[config.mk]
export PLATFORM = sky130hd
export DESIGN_NAME = grp_pwr_seq
export DESIGN_NICKNAME = d
export VERILOG_FILES = /design/src/rtl/pdseq_pkg.sv /design/src/rtl/pdseq_timer.sv /design/src/rtl/pdseq_fsm.sv /design/src/rtl/pdseq_req.sv /design/src/rtl/grp_pwr_seq.sv
export SDC_FILE = /design/constraint.sdc
export NUM_CORES = 1
export LEC_CHECK = 0
export ABC_AREA = 1
export ABC_CLOCK_PERIOD_IN_PS = 3300
export BUFFER_PORTS_ARGS = -buffer_cell sky130_fd_sc_hd__buf_2
export CAP_MARGIN = 10
export CORE_UTILIZATION = 55
export CTS_CLUSTER_DIAMETER = 120
export DETAILED_ROUTE_END_ITERATION = 12
export GPL_ROUTABILITY_DRIVEN = 0
export PLACE_DENSITY = 0.77
export SLEW_MARGIN = 30
export SYNTH_ARGS = -nofsm -noshare
export SYNTH_HDL_FRONTEND = slang
export SYNTH_SLANG_ARGS = --single-unit
[constraint.sdc]
create_clock -name clk -period 3.3 [get_ports clk]
set_input_delay 0.66 -clock clk [delete_from_list [all_inputs] [get_ports clk]]
set_output_delay 0.66 -clock clk [all_outputs]
set_load 0.1 [all_outputs]
[src/rtl/pdseq_pkg.sv]
package pdseq_pkg;

  typedef enum logic [2:0] {
    PS_OFF,
    PS_SETTLE,
    PS_UNISO,
    PS_READY,
    PS_ISO
  } pstate_e;

  // cycles from the edge that enters settle to the edge that raises ready
  function automatic int wake_cycles(input int settle);
    return settle + 1;
  endfunction

endpackage

[src/rtl/pdseq_timer.sv]
module pdseq_timer #(
  parameter int LIMIT = 4
) (
  input  logic clk,
  input  logic rst_n,
  input  logic run_i,
  output logic done_o
);
  localparam int CW = $clog2(LIMIT + 1);

  logic [CW-1:0] cnt_q;

  always_ff @(posedge clk or negedge rst_n) begin
    if (!rst_n)      cnt_q <= '0;
    else if (!run_i) cnt_q <= '0;
    else             cnt_q <= cnt_q + 1'b1;
  end

  assign done_o = run_i && (cnt_q == CW'(LIMIT - 1));

  // settle counter never passes its limit
  p_cnt_bound_r3: assert property (@(posedge clk) disable iff (!rst_n)
    run_i |-> (cnt_q < CW'(LIMIT)));

endmodule

[src/rtl/pdseq_fsm.sv]
module pdseq_fsm
  import pdseq_pkg::*;
#(
  parameter int SETTLE = 4
) (
  input  logic clk,
  input  logic rst_n,
  input  logic want_i,
  output logic sw_o,
  output logic iso_o,
  output logic rdy_o,
  output logic idle_o
);
  pstate_e st_q, st_d;
  logic    settle_done;
  logic    ev_start;
  logic    ev_abort;
  logic [15:0] up_cnt_q;

  pdseq_timer #(.LIMIT(SETTLE)) u_timer (
    .clk    (clk),
    .rst_n  (rst_n),
    .run_i  (st_q == PS_SETTLE),
    .done_o (settle_done)
  );

  always_comb begin
    st_d = st_q;
    case (st_q)
      PS_OFF:    if (want_i) st_d = PS_SETTLE;
      PS_SETTLE: if (settle_done) st_d = PS_UNISO;
      PS_UNISO:  st_d = PS_READY;
      PS_READY:  if (!want_i) st_d = PS_ISO;
      PS_ISO:    st_d = want_i ? PS_SETTLE : PS_OFF;
      default:   st_d = PS_OFF;
    endcase
  end

  always_ff @(posedge clk or negedge rst_n) begin
    if (!rst_n) st_q <= PS_OFF;
    else        st_q <= st_d;
  end

  assign sw_o   = (st_q != PS_OFF);
  assign iso_o  = !(st_q == PS_UNISO || st_q == PS_READY);
  assign rdy_o  = (st_q == PS_READY);
  assign idle_o = (st_q == PS_OFF);

  // named events for the checks below
  assign ev_start = (st_d == PS_SETTLE) && (st_q != PS_SETTLE);
  assign ev_abort = (st_q == PS_ISO) && want_i;

  always_ff @(posedge clk or negedge rst_n) begin
    if (!rst_n)                                      up_cnt_q <= '0;
    else if (ev_start)                               up_cnt_q <= '0;
    else if (st_q == PS_SETTLE || st_q == PS_UNISO)  up_cnt_q <= up_cnt_q + 1'b1;
  end

  p_rdy_clean_r4: assert property (@(posedge clk) disable iff (!rst_n)
    rdy_o |-> (sw_o && !iso_o));

  p_iso_first_r3: assert property (@(posedge clk) disable iff (!rst_n)
    $rose(sw_o) |-> iso_o);

  p_wake_time_r3: assert property (@(posedge clk) disable iff (!rst_n)
    $rose(rdy_o) |-> (up_cnt_q == 16'(wake_cycles(SETTLE))));

  p_iso_before_off_r6: assert property (@(posedge clk) disable iff (!rst_n)
    $fell(sw_o) |-> $past(iso_o));

  p_abort_r7: assert property (@(posedge clk) disable iff (!rst_n)
    ev_abort |=> (sw_o && iso_o && !rdy_o));

endmodule

[src/rtl/pdseq_req.sv]
module pdseq_req #(
  parameter int GROUP = 4
) (
  input  logic [GROUP-1:0] claim_i,
  input  logic             nbr_wake_i,
  input  logic [GROUP-1:0] pu_idle_i,
  input  logic             ctl_rdy_i,
  output logic             ctl_want_o,
  output logic [GROUP-1:0] pu_want_o
);
  assign ctl_want_o = (|claim_i) || nbr_wake_i || !(&pu_idle_i);
  assign pu_want_o  = claim_i & {GROUP{ctl_rdy_i}};
endmodule

[src/rtl/grp_pwr_seq.sv]
module grp_pwr_seq #(
  parameter int GROUP      = 4,
  parameter int CTL_SETTLE = 6,
  parameter int PU_SETTLE  = 3
) (
  input  logic             clk,
  input  logic             rst_n,
  input  logic [GROUP-1:0] claim_i,
  input  logic             nbr_wake_i,
  output logic             ctl_sw_en_o,
  output logic             ctl_iso_o,
  output logic             ctl_ready_o,
  output logic [GROUP-1:0] pu_sw_en_o,
  output logic [GROUP-1:0] pu_iso_o,
  output logic [GROUP-1:0] pu_ready_o
);
  logic             ctl_want;
  logic             ctl_idle;
  logic [GROUP-1:0] pu_want;
  logic [GROUP-1:0] pu_idle;

  pdseq_req #(.GROUP(GROUP)) u_req (
    .claim_i    (claim_i),
    .nbr_wake_i (nbr_wake_i),
    .pu_idle_i  (pu_idle),
    .ctl_rdy_i  (ctl_ready_o),
    .ctl_want_o (ctl_want),
    .pu_want_o  (pu_want)
  );

  pdseq_fsm #(.SETTLE(CTL_SETTLE)) u_ctl (
    .clk    (clk),
    .rst_n  (rst_n),
    .want_i (ctl_want),
    .sw_o   (ctl_sw_en_o),
    .iso_o  (ctl_iso_o),
    .rdy_o  (ctl_ready_o),
    .idle_o (ctl_idle)
  );

  for (genvar i = 0; i < GROUP; i++) begin : g_pu
    pdseq_fsm #(.SETTLE(PU_SETTLE)) u_pu (
      .clk    (clk),
      .rst_n  (rst_n),
      .want_i (pu_want[i]),
      .sw_o   (pu_sw_en_o[i]),
      .iso_o  (pu_iso_o[i]),
      .rdy_o  (pu_ready_o[i]),
      .idle_o (pu_idle[i])
    );

    p_pu_gate_r5: assert property (@(posedge clk) disable iff (!rst_n)
      $rose(pu_sw_en_o[i]) |-> ($past(ctl_ready_o) && $past(claim_i[i])));
  end

  // a live child domain implies a powered parent
  p_hier_r6: assert property (@(posedge clk) disable iff (!rst_n)
    (|pu_sw_en_o) |-> (ctl_sw_en_o && !ctl_idle));

endmodule

==> reports/summary.md, run 1 <==
- 195 — number of cells produced by synthesis
- 55.3 um — die width
- 1970 ps — internal reg-to-reg setup slack
- 0.00306 sq mm — area enclosed by the die boundary
- 26 — synthesis-stage register bit count
- 0 — number of hold buffers added after CTS
- 0 — number of failing hold endpoints at the final stage
- 4.80% — area growth from synthesis to layout
- 26 — number of sinks driven by the clock tree
- 452 MHz — highest achievable clock rate
- 4.91 — average via count per standard cell
- u_ctl.st_q[0] — capture point of the worst reg-to-reg path
- sky130_fd_sc_hd__inv_1 — commonest non-fill, non-tap cell in the layout
- 222 — nets
- flop to output port — Crit Path Category
- 22 — count of boundary I/O pins
- 3 — number of buffers created by CTS
- 0 ps — total negative slack for setup checks
- 2 — clock tree buffer depth
- 130 ps — clock-pin transition on the worst setup and hold timing paths
- 8.01 sq um — syn avg cell area
- 6 — critical path peak fanout
- ctl_ready_o — end of the critical path
- 5.87 ps — setup clock skew after layout
- 7 — reg2reg path depth
- 1 — # H-tree levels
- completed — status
- 0 — fin. max-slew vios
- 0.670 — share of the clock period used by the worst path
- built — CTS tree
- 0 — post-cts sizing count
- 18 — number of rows in the core area
- 0.00156 sq mm — total standard cell area after synthesis
- 27 — Synth cell types
- 0 — Final setup violation count
- 55.3 um — die height
- 315 ps — Final Hold Slack
- input port to asynchronous set/reset pin — path category of the worst min-delay check
- sky130_fd_sc_hd__inv_1, sky130_fd_sc_hd__nand2_1, sky130_fd_sc_hd__dfrtp_1, sky130_fd_sc_hd__nor2_1, sky130_fd_sc_hd__buf_2 — top library cells by usage in the layout, fill and taps aside
- 0.632 — end-of-flow core utilization
- 10.4 um — Wirelength per Cell
- 0.00259 sq mm — Std-Cell Core Area
- 565 ps — Worst Max-Slew Pin Slew
- 1,164 — routed vias
- no — RSZ-0062 raised after global routing
- u_ctl.st_q[2] — Setup crit start
- 36 — count of routing violations after the opening detailed-route iteration
- 0.603 — effective utilization at floorplan
- 0 — post-CTS setup buffer count
- 0.00164 sq mm — post-route standard cell area excluding fillers
- 2640 ps — required time of the critical path
- 2210 ps — Final Critical Period
- 0 — MaxCap Viol Count
- 0.181 — GRT Resource Usage Total
- 0.623 — Max-slew headroom
- 1,096 — number of global-route vias before repair
- 239 — fillcell total
- flop — type of origin of the critical path
- 21 — total of buffers placed on input and output ports
- 4 — number of optimization iterations in the first detailed-route pass
- 2470 um — Routed WL
- sky130_fd_sc_hd__clkbuf_4 — root buffer cell
- 4440 um — first-pass GRT wire length
- 0 — gr ovfl total
- 27 — maximum number of pins on one net before global-route repair
- 0 — DR DRC count
- 320 ps — Worst-Skew Late Latency
- 0 — count of antenna diodes in the layout
- 0.242 — share of post-route cells with drive strength above 1
- 2030 um — detailed placer's ending HPWL
- 0.00162 sq mm — cell area after placement
- 1550 ps — Arr. time, crit path
- 208 — number of nets produced by synthesis
- 0 — post-route ant nets
- 0.416 — sequential element share of the synthesized area
- g_pu[1].u_pu.st_q[2] — critical register-to-register path startpoint
- 0 — initial antenna violation count
- 0 — Ys Warns
- output port — CP endpoint kind
-- sequential cells by signal, indices dropped and copies added (netlist names) --
| signal | cells |
|---|---|
| g_pu.u_pu.st_q | 12 |
| g_pu.u_pu.u_timer.cnt_q | 8 |
| u_ctl.st_q | 3 |
| u_ctl.u_timer.cnt_q | 3 |
-- cells by family after synthesis --
group | count (synthesis) | synth area share
AOI/OAI and AO/OA | 13 | 0.0617
xor gates and xnor gates | 1 | 0.00561
and+or+nand+nor | 91 | 0.299
DFF | 26 | 0.416
adders and majority gates | 6 | 0.0480
buffers and inverters | 58 | 0.170
-- cell usage after synthesis --
cell type | instances | share of area
sky130_fd_sc_hd__nor2_4 | 4 | 0.029
sky130_fd_sc_hd__ha_1 | 6 | 0.048
sky130_fd_sc_hd__nand3_1 | 6 | 0.019
sky130_fd_sc_hd__a21oi_1 | 2 | 0.0064
sky130_fd_sc_hd__inv_2 | 3 | 0.0072
sky130_fd_sc_hd__dfrtp_1 | 26 | 0.42
sky130_fd_sc_hd__o21ai_1 | 1 | 0.0032
sky130_fd_sc_hd__nor3_1 | 4 | 0.013
sky130_fd_sc_hd__inv_4 | 1 | 0.0040
sky130_fd_sc_hd__o21ai_0 | 4 | 0.013
sky130_fd_sc_hd__nand2_2 | 4 | 0.016
sky130_fd_sc_hd__o21a_1 | 1 | 0.0048
sky130_fd_sc_hd__nand4_1 | 5 | 0.020
sky130_fd_sc_hd__inv_1 | 42 | 0.10
sky130_fd_sc_hd__nor2_1 | 24 | 0.058
sky130_fd_sc_hd__nor2_2 | 5 | 0.020
sky130_fd_sc_hd__o21ai_2 | 1 | 0.0056
sky130_fd_sc_hd__nand2_1 | 32 | 0.077
sky130_fd_sc_hd__a41oi_2 | 1 | 0.010
sky130_fd_sc_hd__buf_4 | 12 | 0.058
sky130_fd_sc_hd__or2_1 | 1 | 0.0040
sky130_fd_sc_hd__xnor2_1 | 1 | 0.0056
sky130_fd_sc_hd__nand3_4 | 1 | 0.011
sky130_fd_sc_hd__o31ai_2 | 1 | 0.0080
sky130_fd_sc_hd__o21bai_1 | 1 | 0.0048
sky130_fd_sc_hd__a41oi_1 | 1 | 0.0056
sky130_fd_sc_hd__nand3_2 | 5 | 0.032
-- critical path, stage by stage (launching register included) --
cell and delay [ps]:
sky130_fd_sc_hd__dfrtp_1 410, sky130_fd_sc_hd__inv_1 130, sky130_fd_sc_hd__nand3_4 150, sky130_fd_sc_hd__inv_4 110
sky130_fd_sc_hd__buf_2 420
-- how the worst min path moves through the flow --
| stage | cells past startpoint | slack [ps] | endpoint | start |
|---|---|---|---|---|
| floorplan | 0 | 360 | g_pu[0].u_pu.st_q[0] | rst_n |
| global placement | 1 | 410 | g_pu[0].u_pu.u_timer.cnt_q[0] | g_pu[0].u_pu.u_timer.cnt_q[0] |
| detailed placement | 1 | 420 | g_pu[2].u_pu.u_timer.cnt_q[0] | g_pu[2].u_pu.u_timer.cnt_q[0] |
| CTS | 1 | 330 | g_pu[3].u_pu.u_timer.cnt_q[1] | rst_n |
| global route | 1 | 350 | g_pu[3].u_pu.st_q[0] | rst_n |
| finish | 1 | 310 | g_pu[3].u_pu.st_q[0] | rst_n |
-- through the flow --
stage          cells  setup WS, ps
3_3_place_gp     234          1470
3_5_place_dp     234          1450
6_report         237          1090
4_1_cts          237          1070
5_1_grt          237           986
2_1_floorplan    195          1470
-- layout make-up --
cell class | count | area [sq um] | share of cell area
clock buffers | 3 | 22.5 | 0.0138
well taps | 30 | 37.5 | 0.0229
repair buffers | 21 | 105 | 0.0642
inverters | 46 | 175 | 0.107
multi-input cells | 111 | 647 | 0.395
flip-flops and latches | 26 | 651 | 0.397
-- layer usage --
| metal | wire (um) | GRT usage | vias up |
|---|---|---|---|
| met2 | 1200 | 0.315 | 22 |
| met3 | 97 | 0.0492 | 2 |
| met5 | 0 | 0 | - |
| met1 | 1150 | 0.222 | 529 |
| li1 | - | - | 611 |
| met4 | 19 | 0.0464 | 0 |
Power of run 1 is not shown: default switching activity piles up to over one toggle a cycle in this logic, so the estimate is an artifact.
==> inputs of run 2 (changes only) <==
--- a/config.mk
+++ b/config.mk
@@ -6,14 +6,14 @@
 export NUM_CORES = 1
 export LEC_CHECK = 0
 export ABC_AREA = 1
-export ABC_CLOCK_PERIOD_IN_PS = 3300
+export ABC_CLOCK_PERIOD_IN_PS = 1800
 export BUFFER_PORTS_ARGS = -buffer_cell sky130_fd_sc_hd__buf_2
 export CAP_MARGIN = 10
-export CORE_UTILIZATION = 55
+export CORE_UTILIZATION = 51
 export CTS_CLUSTER_DIAMETER = 120
 export DETAILED_ROUTE_END_ITERATION = 12
 export GPL_ROUTABILITY_DRIVEN = 0
-export PLACE_DENSITY = 0.77
+export PLACE_DENSITY = 0.75
 export SLEW_MARGIN = 30
 export SYNTH_ARGS = -nofsm -noshare
 export SYNTH_HDL_FRONTEND = slang
==> constraint.sdc (replaced) <==
create_clock -name clk -period 1.8 [get_ports clk]
set_input_delay 0.36 -clock clk [delete_from_list [all_inputs] [get_ports clk]]
set_output_delay 0.36 -clock clk [all_outputs]
set_load 0.1 [all_outputs]
==> run 2 against run 1 <==
  * The flow now finishes with violations (design-rule violations, negative hold slack)
  * Register-to-register slack lost 1500 ps
  * Hold slack lost 320 ps
  * Core utilization shrank 2.4 points
  * First-iteration DRC count shrank 42%
  * Critical path type unchanged
==> reports/summary.md, run 2 (synthesized netlist as in run 1, its figures left out) <==
- -1.69 ps — Final Hold Slack, was 315 ps
- 1 — # H-tree levels, unchanged
- design-rule violations, negative hold slack — failing checks
- 0.169 — GRT Resource Usage Total, was 0.181
- 140 ps — clock-pin transition on the worst setup and hold timing paths, was 130 ps
- 320 ps — Worst-Skew Late Latency, about the same
- g_pu.u_pu.st_q — top register by number of flip-flops, unchanged
- complete, but fails checks — status, was completed
- 266 — fillcell total, was 239
- 57.4 um — die height, was 55.3 um
- 651 sq um — sequential cell area, unchanged
- 1 — number of failing hold endpoints at the final stage, was 0
- 0.00283 sq mm — Std-Cell Core Area, was 0.00259 sq mm
- 1880 um — detailed placer's ending HPWL, was 2030 um
- u_ctl.st_q[0] — capture point of the worst reg-to-reg path, unchanged
- 21 — count of routing violations after the opening detailed-route iteration, was 36
- built — CTS tree, unchanged
- 1380 ps — Arr. time, crit path, was 1550 ps
- 7 — reg2reg path depth, unchanged
- 222 — nets, unchanged
- 2 — clock tree buffer depth, unchanged
- 27 — maximum number of pins on one net before global-route repair, unchanged
- 21 — total of buffers placed on input and output ports, unchanged
- 652 sq um — area of combinational cells with multiple inputs, was 647 sq um
- 57.4 um — die width, was 55.3 um
- flop to output port — Crit Path Category, unchanged
- sky130_fd_sc_hd__inv_1 — commonest non-fill, non-tap cell in the layout, unchanged
- 6.66 ps — setup clock skew after layout, was 5.87 ps
- sky130_fd_sc_hd__inv_1, sky130_fd_sc_hd__nand2_1, sky130_fd_sc_hd__dfrtp_1, sky130_fd_sc_hd__nor2_1, sky130_fd_sc_hd__buf_2 — top library cells by usage in the layout, fill and taps aside, unchanged
- 1740 ps — Final Critical Period
- 3 — DR DRC count, was 0
- 1,151 — routed vias, was 1,164
- g_pu.u_pu.st_q x12, g_pu.u_pu.u_timer.cnt_q x8 — Top Registers, unchanged
- 1440 ps — required time of the critical path, was 2640 ps
- 0 — initial antenna violation count, unchanged
- 2380 um — Routed WL, was 2470 um
- 0.624 — Max-slew headroom, was 0.623
- 4350 um — first-pass GRT wire length, was 4440 um
- 3 — number of buffers created by CTS, unchanged
- 0 — gr ovfl total, unchanged
- sky130_fd_sc_hd__clkbuf_4 — root buffer cell, unchanged
- 19 — number of rows in the core area, was 18
- 0.00329 sq mm — area enclosed by the die boundary, was 0.00306 sq mm
- 0 ps — total negative slack for setup checks, unchanged
- output port — CP endpoint kind, unchanged
- 0 — Final setup violation count, unchanged
- flop — type of origin of the critical path, unchanged
- 12 — max reg flops, unchanged
- 575 MHz — highest achievable clock rate
- 0 — count of antenna diodes in the layout, unchanged
- 22 — count of boundary I/O pins, unchanged
- 10.2% — area growth from synthesis to layout, was 4.80%
- 0 — MaxCap Viol Count, unchanged
- 0 — fin. max-slew vios, unchanged
- 0.255 — share of post-route cells with drive strength above 1, was 0.242
- 1,051 — number of global-route vias before repair, was 1,096
- 0.609 — end-of-flow core utilization, was 0.632
- no — RSZ-0062 raised after global routing, unchanged
- g_pu[2].u_pu.st_q[0] — Setup crit start, was u_ctl.st_q[2]
- 480 ps — internal reg-to-reg setup slack, was 1970 ps
- 9.97 um — Wirelength per Cell, was 10.4 um
- input port to asynchronous set/reset pin — path category of the worst min-delay check, unchanged
- 565 ps — Worst Max-Slew Pin Slew, about the same
- 0.552 — effective utilization at floorplan, was 0.603
- 0.966 — share of the clock period used by the worst path
- 4 — critical path peak fanout, was 6
- 4.82 — average via count per standard cell, was 4.91
- 0 — post-CTS setup buffer count, unchanged
- 26 — number of sinks driven by the clock tree, unchanged
- 0 — post-route ant nets, unchanged
- 0 — number of hold buffers added after CTS, unchanged
- 8 — number of optimization iterations in the first detailed-route pass, was 4
- g_pu[2].u_pu.st_q[0] — critical register-to-register path startpoint, was g_pu[1].u_pu.st_q[2]
[run 2: cell count changes in the layout (fill, tap and decap cells not counted)]
cell / before / now
sky130_fd_sc_hd__nor2_2: 5 / 7
sky130_fd_sc_hd__buf_2: 21 / 12
sky130_fd_sc_hd__buf_6: 0 / 1
sky130_fd_sc_hd__buf_4: 0 / 2
sky130_fd_sc_hd__clkbuf_8: 0 / 1
sky130_fd_sc_hd__clkbuf_4: 3 / 6
sky130_fd_sc_hd__buf_12: 0 / 3
sky130_fd_sc_hd__nor2_1: 24 / 22
[run 2: routing by layer]
metal	global-route usage	wire length, um	up-vias
li1	-	-	612
met2	0.279	1130	24
met5	0	0	-
met3	0.0499	106	4
met1	0.217	1120	511
met4	0.0418	29	0
[run 2: metrics by stage]
| step | instance area [sq um] | cells | worst slack (ps) |
|---|---|---|---|
| after floorplan | 1560 | 195 | 84.4 |
| after global placement | 1660 | 235 | 356 |
| after detailed placement | 1660 | 235 | 339 |
| after CTS | 1700 | 239 | 3.15 |
| after global routing | 1720 | 239 | 4.01 |
| final | 1720 | 239 | 60.9 |
[run 2: worst max path at each step]
| stage | to | slack, ps | cells past startpoint |
|---|---|---|---|
| after floorplan | u_ctl.st_q[1] | 80 | 6 |
| after global placement | pu_ready_o[2] | 360 | 4 |
| after detailed placement | pu_ready_o[2] | 340 | 4 |
| after CTS | ctl_sw_en_o | 3 | 3 |
| after global routing | pu_ready_o[2] | 4 | 4 |
| final | pu_sw_en_o[2] | 60 | 3 |
[run 2: final cells by class]
| type | count | area share |
|---|---|---|
| multi-input cells | 111 | 0.379 |
| flip-flops and latches | 26 | 0.378 |
| repair buffers | 21 | 0.0981 |
| clock buffers | 4 | 0.0211 |
| well taps | 31 | 0.0225 |
| inverters | 46 | 0.102 |
[run 2: critical path: stages (launching register included)]
cell and delay [ps]:
sky130_fd_sc_hd__dfrtp_1 420, sky130_fd_sc_hd__nor2_1 80, sky130_fd_sc_hd__nand2_1 120, sky130_fd_sc_hd__buf_2 440
[run 2: timing repair]
item	4_1_cts	5_1_grt
cloned	0	0
gates resized for setup	2	8
endpoints found under the setup margin	2	7
hold endpoints to repair	0	0
Power of run 2 is left out for the same reason.
==> inputs of run 3 (changes only) <==
--- a/config.mk
+++ b/config.mk
@@ -13,8 +13,10 @@
 export CTS_CLUSTER_DIAMETER = 120
 export DETAILED_ROUTE_END_ITERATION = 12
 export GPL_ROUTABILITY_DRIVEN = 0
+export HOLD_SLACK_MARGIN = 0.08
 export PLACE_DENSITY = 0.75
 export SLEW_MARGIN = 30
 export SYNTH_ARGS = -nofsm -noshare
 export SYNTH_HDL_FRONTEND = slang
+export SYNTH_HIERARCHICAL = 1
 export SYNTH_SLANG_ARGS = --single-unit
==> run 3 against run 2 <==
  * Cell area grew 4.8%
  * Critical path type unchanged
  * Cell count is 22% higher
  * Sequential cell count unchanged
  * Hold slack better by 430 ps
  * Critical path depth rose by 2
  * Largest cell class is now registers
  * Register-to-register slack worse by 170 ps
  * Maximum frequency rose by 1.2%
  * The run ends with design-rule violations left
  * Synthesized cell count grew 21%
==> reports/summary.md, run 3 <==
- 12 — max reg flops, unchanged
- 0 — initial antenna violation count, unchanged
- 0.416 — proportion of netlist area held by the largest area contributor, about the same
- 1440 ps — required time of the critical path, about the same
- 7 — critical path peak fanout, was 4
- 1720 ps — Final Critical Period, was 1740 ps
- 0.955 — share of the clock period used by the worst path, was 0.966
- simple AND/OR/NAND/NOR gates — combinational family with the most area after synthesis, unchanged
- sky130_fd_sc_hd__inv_1 — most numerous cell in the Yosys netlist, unchanged
- 0.00329 sq mm — area enclosed by the die boundary, about the same
- 0 — count of antenna diodes in the layout, unchanged
- 0.00156 sq mm — total standard cell area after synthesis, about the same
- 0.553 — effective utilization at floorplan, was 0.552
- 248 — number of nets produced by synthesis, was 208
- 2 — clock tree buffer depth, unchanged
- 0.149 — share of post-route cells with drive strength above 1, was 0.255
- g_pu.u_pu/st_q x12, g_pu.u_pu/u_timer/cnt_q x8 — Top Registers, was g_pu.u_pu.st_q x12, g_pu.u_pu.u_timer.cnt_q x8
- 0.0560 — post-synthesis compound-gate area fraction, was 0.0616
- 57.4 um — die height, about the same
- flop to output port — Crit Path Category, unchanged
- complete, but fails checks — status, unchanged
- 0.190 — GRT Resource Usage Total, was 0.169
- 26 — number of sinks driven by the clock tree, unchanged
- 0 — Final setup violation count, unchanged
- 0.416 — sequential element share of the synthesized area, about the same
- 2080 um — detailed placer's ending HPWL, was 1880 um
- 0 — post-route ant nets, unchanged
- 10.7 ps — setup clock skew after layout, was 6.66 ps
- 3 — number of buffers created by CTS, unchanged
- sky130_fd_sc_hd__inv_1, sky130_fd_sc_hd__nor2_1, sky130_fd_sc_hd__nand2_1 — Synth top cells by count, was sky130_fd_sc_hd__inv_1, sky130_fd_sc_hd__nand2_1, sky130_fd_sc_hd__dfrtp_1
- 95 — count of routing violations after the opening detailed-route iteration, was 21
- output port — CP endpoint kind, unchanged
- 0.00283 sq mm — Std-Cell Core Area, unchanged
- 15.4% — area growth from synthesis to layout, was 10.2%
- 1,378 — routed vias, was 1,151
- 8 — number of optimization iterations in the first detailed-route pass, unchanged
- 0.307 — simple logic cell fraction of the synthesized area, was 0.299
- 0 — fin. max-slew vios, unchanged
- 582 MHz — highest achievable clock rate, was 575 MHz
- 288 ps — pre-CTS WS, was 339 ps
- 21 — total of buffers placed on input and output ports, unchanged
- 1,242 — number of global-route vias before repair, was 1,051
- sky130_fd_sc_hd__dfrtp_1 — top_reg_cell synth, unchanged
- 1.00 — Async SR Flop Fraction, unchanged
- 235 — number of cells produced by synthesis, was 195
- 1 — # H-tree levels, unchanged
- 19 — number of rows in the core area, unchanged
- 0 — MaxCap Viol Count, unchanged
- sky130_fd_sc_hd__clkbuf_4 — root buffer cell, unchanged
- 81.0 ps — setup ws final, was 60.9 ps
- 11 — Synth cell types, was 27
- 1360 ps — Arr. time, crit path, was 1380 ps
- 276 — nets, was 222
- 580 ps — Worst Max-Slew Pin Slew, was 565 ps
- 5 — DR DRC count, was 3
- sky130_fd_sc_hd__dfrtp_1 — library cell occupying the most area in the post-synthesis netlist, unchanged
- 0 — Post-synth EDFFs, unchanged
- 9.21 um — Wirelength per Cell, was 9.97 um
- 57.4 um — die width, about the same
- 6 — Ys Warns, was 0
- 320 ps — Worst-Skew Late Latency, about the same
- 0.00180 sq mm — post-route standard cell area excluding fillers, was 0.00172 sq mm
- sky130_fd_sc_hd__inv_1, sky130_fd_sc_hd__nor2_1, sky130_fd_sc_hd__nand2_1, sky130_fd_sc_hd__nand3_1, sky130_fd_sc_hd__dfrtp_1 — top library cells by usage in the layout, fill and taps aside, was sky130_fd_sc_hd__inv_1, sky130_fd_sc_hd__nand2_1, sky130_fd_sc_hd__dfrtp_1, sky130_fd_sc_hd__nor2_1, sky130_fd_sc_hd__buf_2
- sky130_fd_sc_hd__dfrtp_1, sky130_fd_sc_hd__inv_1, sky130_fd_sc_hd__nor2_1, sky130_fd_sc_hd__nand3_1, sky130_fd_sc_hd__nand2_1 — biggest area contributors in the synthesized netlist, was sky130_fd_sc_hd__dfrtp_1, sky130_fd_sc_hd__inv_1, sky130_fd_sc_hd__nand2_1, sky130_fd_sc_hd__buf_4, sky130_fd_sc_hd__nor2_1
- g_pu.u_pu/st_q — top register by number of flip-flops, was g_pu.u_pu.st_q
- 140 ps — clock-pin transition on the worst setup and hold timing paths, about the same
- 0.0480 — share of synthesized cell area in full adder, half adder and majority cells, about the same
- 6.66 sq um — syn avg cell area, was 8.01 sq um
- built — CTS tree, unchanged
- 4890 um — first-pass GRT wire length, was 4350 um
- 22 — count of boundary I/O pins, unchanged
- 26 — synthesis-stage register bit count, unchanged
- input port to flop — path category of the worst min-delay check, was input port to asynchronous set/reset pin
- 4.72 — average via count per standard cell, was 4.82
- sky130_fd_sc_hd__inv_1 — commonest non-fill, non-tap cell in the layout, unchanged
- 270 — fillcell total, was 266
- flop — type of origin of the critical path, unchanged
- 0.00172 sq mm — cell area after placement, was 0.00166 sq mm
- 0 — multiplexer share of the synthesized area, unchanged
- 0 — share of the synthesized netlist area taken by xor and xnor gates, was 0.00560
- design-rule violations — failing checks, was design-rule violations, negative hold slack
- 0 — number of failing hold endpoints at the final stage, was 1
- 0.613 — Max-slew headroom, was 0.624
- 2690 um — Routed WL, was 2380 um
- 0 — gr ovfl total, unchanged
- 27 — maximum number of pins on one net before global-route repair, unchanged
-- run 3: cell types whose count changed after synthesis, moves of 5 or more --
cell,previous run,this run
sky130_fd_sc_hd__nor2_2,5,0
sky130_fd_sc_hd__nand3_1,6,26
sky130_fd_sc_hd__inv_1,42,67
sky130_fd_sc_hd__nor2_1,24,51
sky130_fd_sc_hd__buf_4,12,0
sky130_fd_sc_hd__nand3_2,5,0
-- run 3: cell families (layout without fill, tap and decap cells) --
family / Yosys count / in the layout
AND/OR/NAND/NOR: 116 / 116
buffers and inverters: 72 / 98
flip-flops: 26 / 26
AO/OA/AOI/OAI: 15 / 15
adder cells (fa/ha/maj): 6 / 6
-- run 3: final timing paths --
kind | start | to | slack, ps | depth (start not counted)
worst max-delay path | g_pu[2].u_pu/st_q[1] | pu_sw_en_o[2] | 80 | 5
worst min-delay path | claim_i[0] | g_pu[0].u_pu/st_q[2] | 430 | 6
worst max register to register | g_pu[1].u_pu/st_q[0] | u_ctl/st_q[1] | 310 | 10
worst min register to register | g_pu[0].u_pu/u_timer/cnt_q[0] | g_pu[0].u_pu/u_timer/cnt_q[0] | 430 | 1
max in group asynchronous | rst_n | g_pu[1].u_pu/st_q[1] | 820 | 2
min in group asynchronous | rst_n | u_ctl/u_timer/cnt_q[1] | 560 | 2
-- run 3: final cells by class --
cell class | count | area (sq um) | area share
tap | 31 | 38.8 | 0.0215
timing repair buffer | 23 | 168 | 0.0929
multi-input combinational | 137 | 646 | 0.358
clock buffer | 3 | 22.5 | 0.0125
sequential | 26 | 659 | 0.365
inverter | 72 | 270 | 0.150
-- run 3: timing repair --
item                       4_1_cts  5_1_grt
gates resized for setup          9       11
hold endpoints to repair        26        0
hold buffers                     1        0
buffers inserted                 0        1
setup endpoints to repair        9        5
cloned                           0        0
-- run 3: stage by stage --
step,instances,TNS [ps],utilization,hold slack [ps]
2_1_floorplan,235,0,-,64.4
3_3_place_gp,287,0,0.609,394
3_5_place_dp,287,0,0.609,397
4_1_cts,291,0,0.628,418
5_1_grt,292,-6.03,0.638,447
6_report,292,0,0.638,428
-- run 3: layer usage --
layer,vias up,global-route usage,share of wire
li1,749,-,-
met1,604,0.244,0.47
met2,23,0.321,0.49
met3,2,0.0476,0.037
met4,0,0.0488,0.0071
met5,-,0,0
-- run 3: critical path, cell delays in order, from the launching register on --
cell and delay [ps]:
sky130_fd_sc_hd__dfrtp_2 470, sky130_fd_sc_hd__inv_1 80, sky130_fd_sc_hd__nand2_1 70, sky130_fd_sc_hd__nor2_1 130, sky130_fd_sc_hd__inv_1 50, sky130_fd_sc_hd__buf_4 230
Power of run 3 is left out for the same reason.
